$ cat src/rtl/i2c_tgt_pkg.sv
package i2c_tgt_pkg;
    localparam int BYTE_W = 8;
    localparam int CTRL_W = 6;
    localparam int FLAG_W = BYTE_W - CTRL_W;
    localparam int ADDR_W = 7;
    localparam int SEL_W  = 2;
    localparam int BASE_W = ADDR_W - SEL_W;
    localparam int CNT_W  = $clog2(BYTE_W);

    typedef enum logic [3:0] {
        S_IDLE, S_ADDR, S_ADDR_CHK, S_ADDR_ACK,
        S_WDATA, S_WCHK, S_WACK,
        S_RDATA, S_RACK, S_RNEXT
    } tgt_st_e;

    typedef struct packed {
        tgt_st_e             st;
        logic [CNT_W-1:0]    cnt;
        logic [BYTE_W-1:0]   rx;
        logic [BYTE_W-1:0]   tx;
        logic                rw;
        logic                oe;
        logic [CTRL_W-1:0]   ctrl;
    } tgt_reg_t;
endpackage

$ cat src/rtl/bit_sync.sv
module bit_sync #(
    parameter int          W       = 2,
    parameter int          STAGES  = 2,
    parameter logic [W-1:0] RST_VAL = '1
) (
    input  logic         clk,
    input  logic         rst_n,
    input  logic [W-1:0] d,
    output logic [W-1:0] q
);
    logic [W-1:0] chain_q [STAGES];

    for (genvar s = 0; s < STAGES; s++) begin : g_stage
        always_ff @(posedge clk or negedge rst_n) begin
            if (!rst_n)      chain_q[s] <= RST_VAL;
            else if (s == 0) chain_q[s] <= d;
            else             chain_q[s] <= chain_q[(s == 0) ? 0 : s - 1];
        end
    end

    assign q = chain_q[STAGES-1];
endmodule

$ cat src/rtl/bus_event_det.sv
module bus_event_det (
    input  logic clk,
    input  logic rst_n,
    input  logic scl_s,
    input  logic sda_s,
    output logic ev_start,
    output logic ev_stop,
    output logic scl_rise,
    output logic scl_fall
);
    logic scl_p_q, sda_p_q;

    always_ff @(posedge clk or negedge rst_n) begin
        if (!rst_n) begin
            scl_p_q <= 1'b1;
            sda_p_q <= 1'b1;
        end else begin
            scl_p_q <= scl_s;
            sda_p_q <= sda_s;
        end
    end

    assign ev_start = scl_s & scl_p_q & sda_p_q & ~sda_s;
    assign ev_stop  = scl_s & scl_p_q & ~sda_p_q & sda_s;
    assign scl_rise = scl_s & ~scl_p_q;
    assign scl_fall = ~scl_s & scl_p_q;
endmodule

$ cat src/rtl/ctl_reg_i2c_target.sv
module ctl_reg_i2c_target
    import i2c_tgt_pkg::*;
#(
    parameter logic [BASE_W-1:0] ADDR_BASE   = 5'b00010,
    parameter int                SYNC_STAGES = 2
) (
    input  logic              clk,
    input  logic              rst_n,
    input  logic              supply_ok,
    input  logic [SEL_W-1:0]  addr_sel,
    input  logic              scl_i,
    input  logic              sda_i,
    output logic              sda_oe,
    input  logic [FLAG_W-1:0] diag_flags,
    output logic [CTRL_W-1:0] ctrl_bits
);
    localparam logic [CNT_W-1:0] LAST = CNT_W'(BYTE_W - 1);

    logic [1:0] line_s;
    logic scl_s, sda_s;
    logic ev_start, ev_stop, scl_rise, scl_fall;
    tgt_reg_t cur_q, nx_d;
    logic [BYTE_W-1:0] rd_byte;
    tgt_st_e st_now;
    logic [BYTE_W-1:0] rx_now;

    bit_sync #(.W(2), .STAGES(SYNC_STAGES), .RST_VAL(2'b11)) u_sync (
        .clk(clk), .rst_n(rst_n), .d({scl_i, sda_i}), .q(line_s)
    );
    assign scl_s = line_s[1];
    assign sda_s = line_s[0];

    bus_event_det u_evt (
        .clk(clk), .rst_n(rst_n), .scl_s(scl_s), .sda_s(sda_s),
        .ev_start(ev_start), .ev_stop(ev_stop),
        .scl_rise(scl_rise), .scl_fall(scl_fall)
    );

    assign rd_byte = {cur_q.ctrl, diag_flags};

    always_comb begin
        nx_d = cur_q;
        if (!supply_ok) begin
            nx_d = '0;
        end else if (ev_start) begin
            nx_d.st  = S_ADDR;
            nx_d.cnt = '0;
            nx_d.oe  = 1'b0;
        end else if (ev_stop) begin
            nx_d.st = S_IDLE;
            nx_d.oe = 1'b0;
        end else begin
            unique case (cur_q.st)
                S_ADDR, S_WDATA: if (scl_rise) begin
                    nx_d.rx  = {cur_q.rx[BYTE_W-2:0], sda_s};
                    nx_d.cnt = cur_q.cnt + 1'b1;
                    if (cur_q.cnt == LAST)
                        nx_d.st = (cur_q.st == S_ADDR) ? S_ADDR_CHK : S_WCHK;
                end
                S_ADDR_CHK: if (scl_fall) begin
                    if (cur_q.rx[BYTE_W-1:1] == {ADDR_BASE, addr_sel}) begin
                        nx_d.st = S_ADDR_ACK;
                        nx_d.oe = 1'b1;
                        nx_d.rw = cur_q.rx[0];
                    end else begin
                        nx_d.st = S_IDLE;
                    end
                end
                S_ADDR_ACK, S_RNEXT: if (scl_fall) begin
                    nx_d.cnt = '0;
                    if (cur_q.st == S_RNEXT || cur_q.rw) begin
                        nx_d.tx = rd_byte;
                        nx_d.oe = ~rd_byte[BYTE_W-1];
                        nx_d.st = S_RDATA;
                    end else begin
                        nx_d.oe = 1'b0;
                        nx_d.st = S_WDATA;
                    end
                end
                S_WCHK: if (scl_fall) begin
                    nx_d.ctrl = cur_q.rx[BYTE_W-1 -: CTRL_W];
                    nx_d.oe   = 1'b1;
                    nx_d.st   = S_WACK;
                end
                S_WACK: if (scl_fall) begin
                    nx_d.oe  = 1'b0;
                    nx_d.cnt = '0;
                    nx_d.st  = S_WDATA;
                end
                S_RDATA: if (scl_fall) begin
                    if (cur_q.cnt == LAST) begin
                        nx_d.oe = 1'b0;
                        nx_d.st = S_RACK;
                    end else begin
                        nx_d.tx  = {cur_q.tx[BYTE_W-2:0], 1'b0};
                        nx_d.oe  = ~cur_q.tx[BYTE_W-2];
                        nx_d.cnt = cur_q.cnt + 1'b1;
                    end
                end
                S_RACK: if (scl_rise) begin
                    nx_d.st = sda_s ? S_IDLE : S_RNEXT;
                end
                default: nx_d.st = S_IDLE;
            endcase
        end
    end

    always_ff @(posedge clk or negedge rst_n) begin
        if (!rst_n) cur_q <= '0;
        else        cur_q <= nx_d;
    end

    assign sda_oe    = cur_q.oe;
    assign ctrl_bits = cur_q.ctrl;
    assign st_now    = cur_q.st;
    assign rx_now    = cur_q.rx;
endmodule

$ cat config.mk
export PLATFORM = sky130hd
export DESIGN_NAME = ctl_reg_i2c_target
export DESIGN_NICKNAME = d
export VERILOG_FILES = /design/src/rtl/i2c_tgt_pkg.sv /design/src/rtl/bit_sync.sv /design/src/rtl/bus_event_det.sv /design/src/rtl/ctl_reg_i2c_target.sv
export SDC_FILE = /design/constraint.sdc
export NUM_CORES = 1
export LEC_CHECK = 0
export BUFFER_PORTS_ARGS = -buffer_cell sky130_fd_sc_hd__buf_2
export CORE_MARGIN = 2
export CORE_UTILIZATION = 45
export CTS_CLUSTER_SIZE = 30
export DETAILED_ROUTE_END_ITERATION = 8
export GPL_ROUTABILITY_DRIVEN = 1
export PLACE_DENSITY = 0.61
export SKIP_CTS_REPAIR_TIMING = 1
export SYNTH_ARGS = -nofsm -noshare
export SYNTH_HDL_FRONTEND = slang
export SYNTH_HIERARCHICAL = 1
export SYNTH_SLANG_ARGS = --single-unit
$ cat constraint.sdc
create_clock -name clk -period 3.2 [get_ports clk]
set_clock_uncertainty 0.1 [all_clocks]
set_input_delay 0.64 -clock clk [delete_from_list [all_inputs] [get_ports clk]]
set_output_delay 0.64 -clock clk [all_outputs]
set_load 0.005 [all_outputs]
== After elaboration in Yosys (flattened, before gate mapping) ==
Cells that the tools add are included.
Word-level totals
  bits of input ports: 9
  bits in registers: 36
  logic and storage cells: 119
  output and inout bits: 7
Operators by class
  add/sub/neg operators: 1
  equality and inequality tests: 42
  reduce and logical (&&, ||, !) cells: 10
  bitwise logic cells: 13
  multiplexer cells: 42
Operators with widths (count)
  5-bit != test (second input constant): 10
  8-bit 2-to-1 mux: 5
  7-bit 2-to-1 mux: 5
  31-bit 2-to-1 mux: 1
  4-bit 2-to-1 mux: 7
  4-bit one-hot mux with 7 select lines: 1
  7-bit AND reduction: 3
  20-bit 2-to-1 mux: 1
  4-bit != test (second input constant): 5
  6-bit 2-to-1 mux: 3
  17-bit 2-to-1 mux: 1
  4-bit by 3-bit == test with 1-bit output (second input constant): 4
  8-bit one-hot mux with 2 select lines: 1
  15-bit 2-to-1 mux: 1
  3-bit != test (second input constant): 5
  2-bit by 1-bit != test with 1-bit output (second input constant): 6
  3-bit one-hot mux with 4 select lines: 1
  9-bit AND reduction: 1
  4-bit by 2-bit == test with 1-bit output (second input constant): 2
  4-bit == test (second input constant): 2
  1-bit 2-to-1 mux: 8
  2-bit 2-to-1 mux: 4
  8-bit by 1-bit != test with 1-bit output (second input constant): 1
  4-bit AND reduction: 2
  14 further kinds: 28

== Logic depth before layout (Yosys ltp) ==
  depth in word-level cells: 8
  mapped depth: 8
  mapped depth without buffers: 7

== Hierarchy ==
The synthesis kept the hierarchy.
By module, submodules not included
  ctl_reg_i2c_target: sequential area each 750.7 µm², area an instance 1876.8 µm², cells an instance 211, times used 1
  bit_sync: sequential area each 105.1 µm², area an instance 120.1 µm², cells an instance 6, times used 1
  bus_event_det: sequential area each 52.6 µm², area an instance 87.6 µm², cells an instance 6, times used 1

== Worst setup path after synthesis ==
OpenSTA, ideal clock, no wires.
  path type: register to register
  start point: reg u_sync.chain_q (netlist bit u_sync/q[0])
  end point: reg cur_q (netlist bit ctrl_bits[1])
  period minus slack after synthesis: 2.166 ns
  library setup time: 0.077 ns
  setup slack: 1.034 ns
  buffers on the path: 2
  required time: 3.023 ns
  arrival: 1.989 ns
  cell stages (with the launch flop): 9
  path through: dfstp_2 buf_4 and4b_1 nor2_1 nand2_1 o31ai_1 clkbuf_1 nand3_1 o21ai_1
On the way
  longest elaborated chain between the ends: 4
  elaborated cells between the ends (all ways): 6
  classes of those cells: 2 x eq/ne; 3 x bitwise; 1 x reduce/logical
RTL lines
  start, declared: RTL line bit_sync.sv:11  | logic [W-1:0] chain_q [STAGES];
  start signal, assigned by index: RTL line bit_sync.sv:17  | else chain_q[s] <= chain_q[(s == 0) ? 0 : s - 1];
  1-bit NOT: RTL line bus_event_det.sv:23  | assign ev_start = scl_s & scl_p_q & sda_p_q & ~sda_s;
  1-bit AND: RTL line bus_event_det.sv:23
  net ev_start: RTL line ctl_reg_i2c_target.sv:21  | logic ev_start, ev_stop, scl_rise, scl_fall;
  2-bit != test (no source line)
  4-bit AND reduction (no source line)
  end signal, assigned: RTL line ctl_reg_i2c_target.sv:110  | else cur_q <= nx_d;
  end, declared: RTL line ctl_reg_i2c_target.sv:22  | tgt_reg_t cur_q, nx_d;
The timed path passes the listed nets, and every way through them passes these cells.
A chain may end at the register's enable or synchronous reset.

== Worst setup path after layout ==
  start point: reg cur_q (netlist bit st_now[2])
  end point: reg cur_q[12] (netlist name)
On the way
  longest elaborated chain between the ends: 6
  elaborated cells between the ends (all ways): 15
  classes of those cells: 8 x eq/ne; 4 x mux; 3 x reduce/logical
RTL lines
  4-bit == test / 4-bit by 2-bit == test with 1-bit output (equally long branches): RTL line ctl_reg_i2c_target.sv:53, ctl_reg_i2c_target.sv:71
  2-bit OR reduction: RTL line ctl_reg_i2c_target.sv:53  | unique case (cur_q.st)
  8-bit one-hot mux with 2 select lines: RTL line ctl_reg_i2c_target.sv:53
  20-bit 2-to-1 mux: RTL line ctl_reg_i2c_target.sv:49  | end else if (ev_stop) begin
  17-bit 2-to-1 mux: RTL line ctl_reg_i2c_target.sv:45  | end else if (ev_start) begin
  31-bit 2-to-1 mux: RTL line ctl_reg_i2c_target.sv:43  | if (!supply_ok) begin
Several ways; a longest one is shown, not always the timed one. The select of a mux whose other input is x is not followed.

==> report_table.html <==
<table>
<tr><th>Metric</th><th>Value</th></tr>
<tr><th colspan="2">Synth</th></tr>
<tr><td>Synth Flop Type</td><td>sky130_fd_sc_hd__dfrtp_1</td></tr>
<tr><td>Post-synthesis xor/xnor area fraction</td><td>0.0168</td></tr>
<tr><td>Total nets after synthesis</td><td>about 230</td></tr>
<tr><td>Mean instance size in the synthesized netlist</td><td>approximately 9.3 um^2</td></tr>
<tr><td>Instance count of the mapped netlist</td><td>about 220</td></tr>
<tr><td>Post-synth EDFFs</td><td>0</td></tr>
<tr><td>Main combinational cell family by area after synthesis</td><td>simple AND/OR/NAND/NOR gates</td></tr>
<tr><td>Portion of netlist area occupied by mux cells</td><td>0.0906</td></tr>
<tr><td>Area share of fa/ha/maj cells after synthesis</td><td>0.0120</td></tr>
<tr><td>Distinct cell type count after synthesis</td><td>between 50 and 60</td></tr>
<tr><td>Share of flip-flops with an asynchronous set or reset</td><td>1.00</td></tr>
<tr><td>Number of warning messages in the yosys log</td><td>6</td></tr>
<tr><td>Simple-gate share of the synthesized area</td><td>0.208</td></tr>
<tr><td>Number of synthesized register bits</td><td>36</td></tr>
<tr><td>Post-synthesis compound-gate area fraction</td><td>0.160</td></tr>
<tr><td>Fraction of the yosys area taken by sequential cells</td><td>0.436</td></tr>
<tr><td>Mapped cell area</td><td>between 2000 and 2500 um^2</td></tr>
<tr><th colspan="2">Worst setup path</th></tr>
<tr><td>Critical-path cell with the highest stage delay</td><td>sky130_fd_sc_hd__dfrtp_1</td></tr>
<tr><td>Cells on worst reg2reg path</td><td>5</td></tr>
<tr><td>Family with the most delay on the worst path</td><td>flip-flops</td></tr>
<tr><td>Data required time at the worst endpoint</td><td>3260 ps</td></tr>
<tr><td>Type of origin of the critical path</td><td>flip-flop</td></tr>
<tr><td>Stage delay of the slowest cell on the critical path</td><td>700 ps</td></tr>
<tr><td>Category of the critical setup timing path</td><td>flip-flop to flip-flop</td></tr>
<tr><td>Launch point of the worst path</td><td>st_now[2]</td></tr>
<tr><td>Critical Path, Cell by Cell</td><td>nor2b_1 -&gt; nand3_1 -&gt; o21a_1 -&gt; o21ai_2 -&gt; mux2_1</td></tr>
<tr><td>Crit path capture type</td><td>flip-flop</td></tr>
<tr><td>Arrival time worst endpoint</td><td>between 2000 and 2500 ps</td></tr>
<tr><td>Startpoint of the most critical register-to-register path</td><td>st_now[2]</td></tr>
<tr><td>Buffers plus inverters on the worst setup path</td><td>0</td></tr>
<tr><td>Maximum fanout count along the critical path</td><td>19</td></tr>
<tr><td>CP Depth</td><td>5</td></tr>
<tr><th colspan="2">Placement</th></tr>
<tr><td>Worst setup slack after placement</td><td>between 800 and 900 ps</td></tr>
<tr><td>Number of input and output port buffers inserted</td><td>15</td></tr>
<tr><td>Hpwl dp</td><td>2.94 mm</td></tr>
<tr><td>Weighted congestion at the end of routability-driven global placement</td><td>roughly 0.85</td></tr>
<tr><th colspan="2">Timing</th></tr>
<tr><td>Tightest hold margin</td><td>approximately 260 ps</td></tr>
<tr><td>Setup slack after layout</td><td>~830 ps</td></tr>
<tr><td>Worst slew pin tran</td><td>between 700 and 800 ps</td></tr>
<tr><td>Unrepaired setup endpoints after global routing</td><td>no</td></tr>
<tr><td>Finish-stage setup viols</td><td>0</td></tr>
<tr><td>Fin. max-slew vios</td><td>0</td></tr>
<tr><td>Portion of the clock cycle consumed by the worst path in the final layout</td><td>0.741</td></tr>
<tr><td>Post-route setup TNS</td><td>0 ps</td></tr>
<tr><td>Timing-limited maximum frequency</td><td>between 400 and 500 MHz</td></tr>
<tr><td>Period minus WS final</td><td>between 2000 and 2500 ps</td></tr>
<tr><td>Slew HR</td><td>0.484</td></tr>
<tr><td>Hold Vio Cnt, Final</td><td>0</td></tr>
<tr><th colspan="2">Drt</th></tr>
<tr><td>Remaining antenna violation count</td><td>0</td></tr>
<tr><td>Routed via count divided by cell count</td><td>around 5.6</td></tr>
<tr><td>Final wirelength</td><td>about 4.3 mm</td></tr>
<tr><td>Count of unresolved DRC violations after routing</td><td>0</td></tr>
<tr><td>Count of TritonRoute iterations in the first routing pass</td><td>4</td></tr>
<tr><td>Count of routing violations after the opening detailed-route iteration</td><td>roughly 170</td></tr>
<tr><td>Detail-routed net length per standard cell</td><td>15.3 um</td></tr>
<tr><td>Vias after detailed routing</td><td>around 1.5k</td></tr>
<tr><th colspan="2">Floorplanning</th></tr>
<tr><td>Area of the core</td><td>4410 um^2</td></tr>
<tr><td>Chip height</td><td>roughly 70 um</td></tr>
<tr><td>Row count</td><td>24</td></tr>
<tr><td>Die Width</td><td>72.1 um</td></tr>
<tr><td>Starting Density</td><td>0.472</td></tr>
<tr><td>Floorplan die area</td><td>5190 um^2</td></tr>
<tr><td>Number of top-level design ports</td><td>16</td></tr>
<tr><th colspan="2">Clock network</th></tr>
<tr><td>CTS H-Tree Depth</td><td>2</td></tr>
<tr><td>Worst-Skew Late Latency</td><td>about 280 ps</td></tr>
<tr><td>Sink Count</td><td>36</td></tr>
<tr><td>Number of buffers created by CTS</td><td>5</td></tr>
<tr><td>CTS root buf</td><td>sky130_fd_sc_hd__clkbuf_8</td></tr>
<tr><td>Register clock-pin slew on the reported worst setup and hold paths</td><td>~70 ps</td></tr>
<tr><td>Maximum count of clock buffers along a single path</td><td>2</td></tr>
<tr><td>TritonCTS clock tree</td><td>done</td></tr>
<tr><th colspan="2">Run</th></tr>
<tr><td>Count of max-cap constraint violations</td><td>0</td></tr>
<tr><th colspan="2">Status</th></tr>
<tr><td>Outcome</td><td>complete, no violations</td></tr>
<tr><th colspan="2">Pwr</th></tr>
<tr><td>Leakage power figure</td><td>between 1 and 1.5 nW</td></tr>
<tr><td>Worst supply voltage drop on vdd</td><td>about 0.32 mV</td></tr>
<tr><td>Power per cell area</td><td>a little under 400 nW/um^2</td></tr>
<tr><th colspan="2">Final layout</th></tr>
<tr><td>Inserted Diodes</td><td>0</td></tr>
<tr><td>Layout overhead on the synthesized area</td><td>6.00%</td></tr>
<tr><td>Share of final-layout standard cells stronger than drive strength 1</td><td>0.167</td></tr>
<tr><td>Number of nets at the end of the flow</td><td>around 240</td></tr>
<tr><th colspan="2">Hold path</th></tr>
<tr><td>HP Class</td><td>flip-flop to flip-flop</td></tr>
<tr><td>Worst Min Path Start</td><td>u_sync/chain_q[2]</td></tr>
<tr><td>Number of cells traversed by the worst hold path</td><td>0</td></tr>
<tr><th colspan="2">Global routing</th></tr>
<tr><td>Combined global-route utilization of all metal layers</td><td>0.182</td></tr>
<tr><td>Pin count of the biggest net entering global routing</td><td>37</td></tr>
<tr><td>Number of antenna violations at the first check in global routing</td><td>0</td></tr>
<tr><td>Number of global-route vias before repair</td><td>about 1.5k</td></tr>
<tr><td>Grt ovf</td><td>0</td></tr>
<tr><td>First-pass GRT wire length</td><td>between 7 and 8 mm</td></tr>
</table>
[where the power goes]
part / leakage, nW / internal, W / switching [W]
clock network: 0.0479 / 0.000152 / 0.000164
registers: 0.479 / 0.000470 / 0.00000873
logic: 0.476 / 0.0000215 / 0.0000388
total: 1.00 / 0.000643 / 0.000211
[per-layer routing]
metal	part of all wire	track usage
met3	0.045	0.0431
met1	0.51	0.271
met5	0	0
met2	0.44	0.274
met4	0.0038	0.0314
[synthesized netlist by cell type, drive strengths merged, types with 2 or more instances]
cell | count | area (um^2)
a211oi | 2 | 15.0
a21oi | 10 | 50.1
a22o | 3 | 26.3
a31oi | 2 | 12.5
and4b | 2 | 20.0
buf | 14 | 87.6
clkbuf | 6 | 22.5
dfrtp | 30 | 751
dfstp | 6 | 158
ha | 2 | 25.0
inv | 12 | 45.0
mux2 | 7 | 78.8
mux2i | 11 | 110
nand2 | 21 | 78.8
nand2b | 5 | 31.3
nand3 | 11 | 55.1
nor2 | 19 | 71.3
nor2b | 4 | 25.0
nor3 | 3 | 20.0
nor4 | 2 | 27.5
o21a | 3 | 22.5
o21ai | 13 | 68.8
o22ai | 4 | 25.0
o2bb2ai | 2 | 17.5
o31ai | 3 | 27.5
or3 | 2 | 12.5
or4 | 2 | 15.0
xnor2 | 2 | 17.5
xor2 | 2 | 17.5
[cell families after synthesis]
group	Yosys count
XOR/XNOR	4
buffers and inverters	33
multiplexers	18
flip-flops	36
AO/OA/AOI/OAI	50
adder cells (fa/ha/maj)	2
AND/OR/NAND/NOR	80
[layout make-up]
| cell class | instances | area (um^2) |
|---|---|---|
| Sequential cell | 36 | 908 |
| Timing Repair Buffer | 16 | 82.6 |
| Inverter | 13 | 48.8 |
| Multi-Input combinational cell | 154 | 1020 |
| Clock buffer | 5 | 68.8 |
| Fill cell | 412 | 2200 |
| Clock inverter | 3 | 18.8 |
| Tap cell | 52 | 65.1 |
[worst paths after layout]
| check | end | slack (ps) |
|---|---|---|
| min in group asynchronous | rx_now[1] | 330 |
| max in group asynchronous | cur_q[12] | 2180 |
| worst min-delay path | u_sync/q[0] | 260 |
| worst min register to register | u_sync/q[0] | 260 |
| worst max-delay path | cur_q[12] | 830 |
| worst max register to register | cur_q[12] | 830 |
[metrics by stage]
stage | power, W | cells | utilization | area, um^2
finish | 0.000854 | 279 | 0.501 | 2210
global route | 0.000898 | 279 | 0.501 | 2210
CTS | 0.000869 | 279 | 0.501 | 2210
detailed placement | 0.000549 | 271 | 0.481 | 2120
global placement | 0.000548 | 271 | 0.481 | 2120
floorplan | 0.000525 | 223 | - | 2080
[flip-flops by register name, indices dropped and copies added (netlist names)]
register        flops
u_evt/sda_p_q       1
cur_q              11
rx_now              8
ctrl_bits           6
u_sync/q            2
sda_oe              1
st_now              4
u_evt/scl_p_q       1
u_sync/chain_q      2
[layout by cell type (no fill, tap or decap), drive strengths merged, types with 3 or more instances in the layout]
cell type  count
nand2b         5
buf           16
o22ai          4
nor3           3
nor2          19
mux2           7
dfstp          6
nor2b          4
o21ai         13
o31ai          3
inv           12
o21a           3
nand3         11
nand2         21
clkbuf         5
clkinv         4
a21oi         10
mux2i         11
dfrtp         30
a22o           3
(Power assumes the default switching activity.)
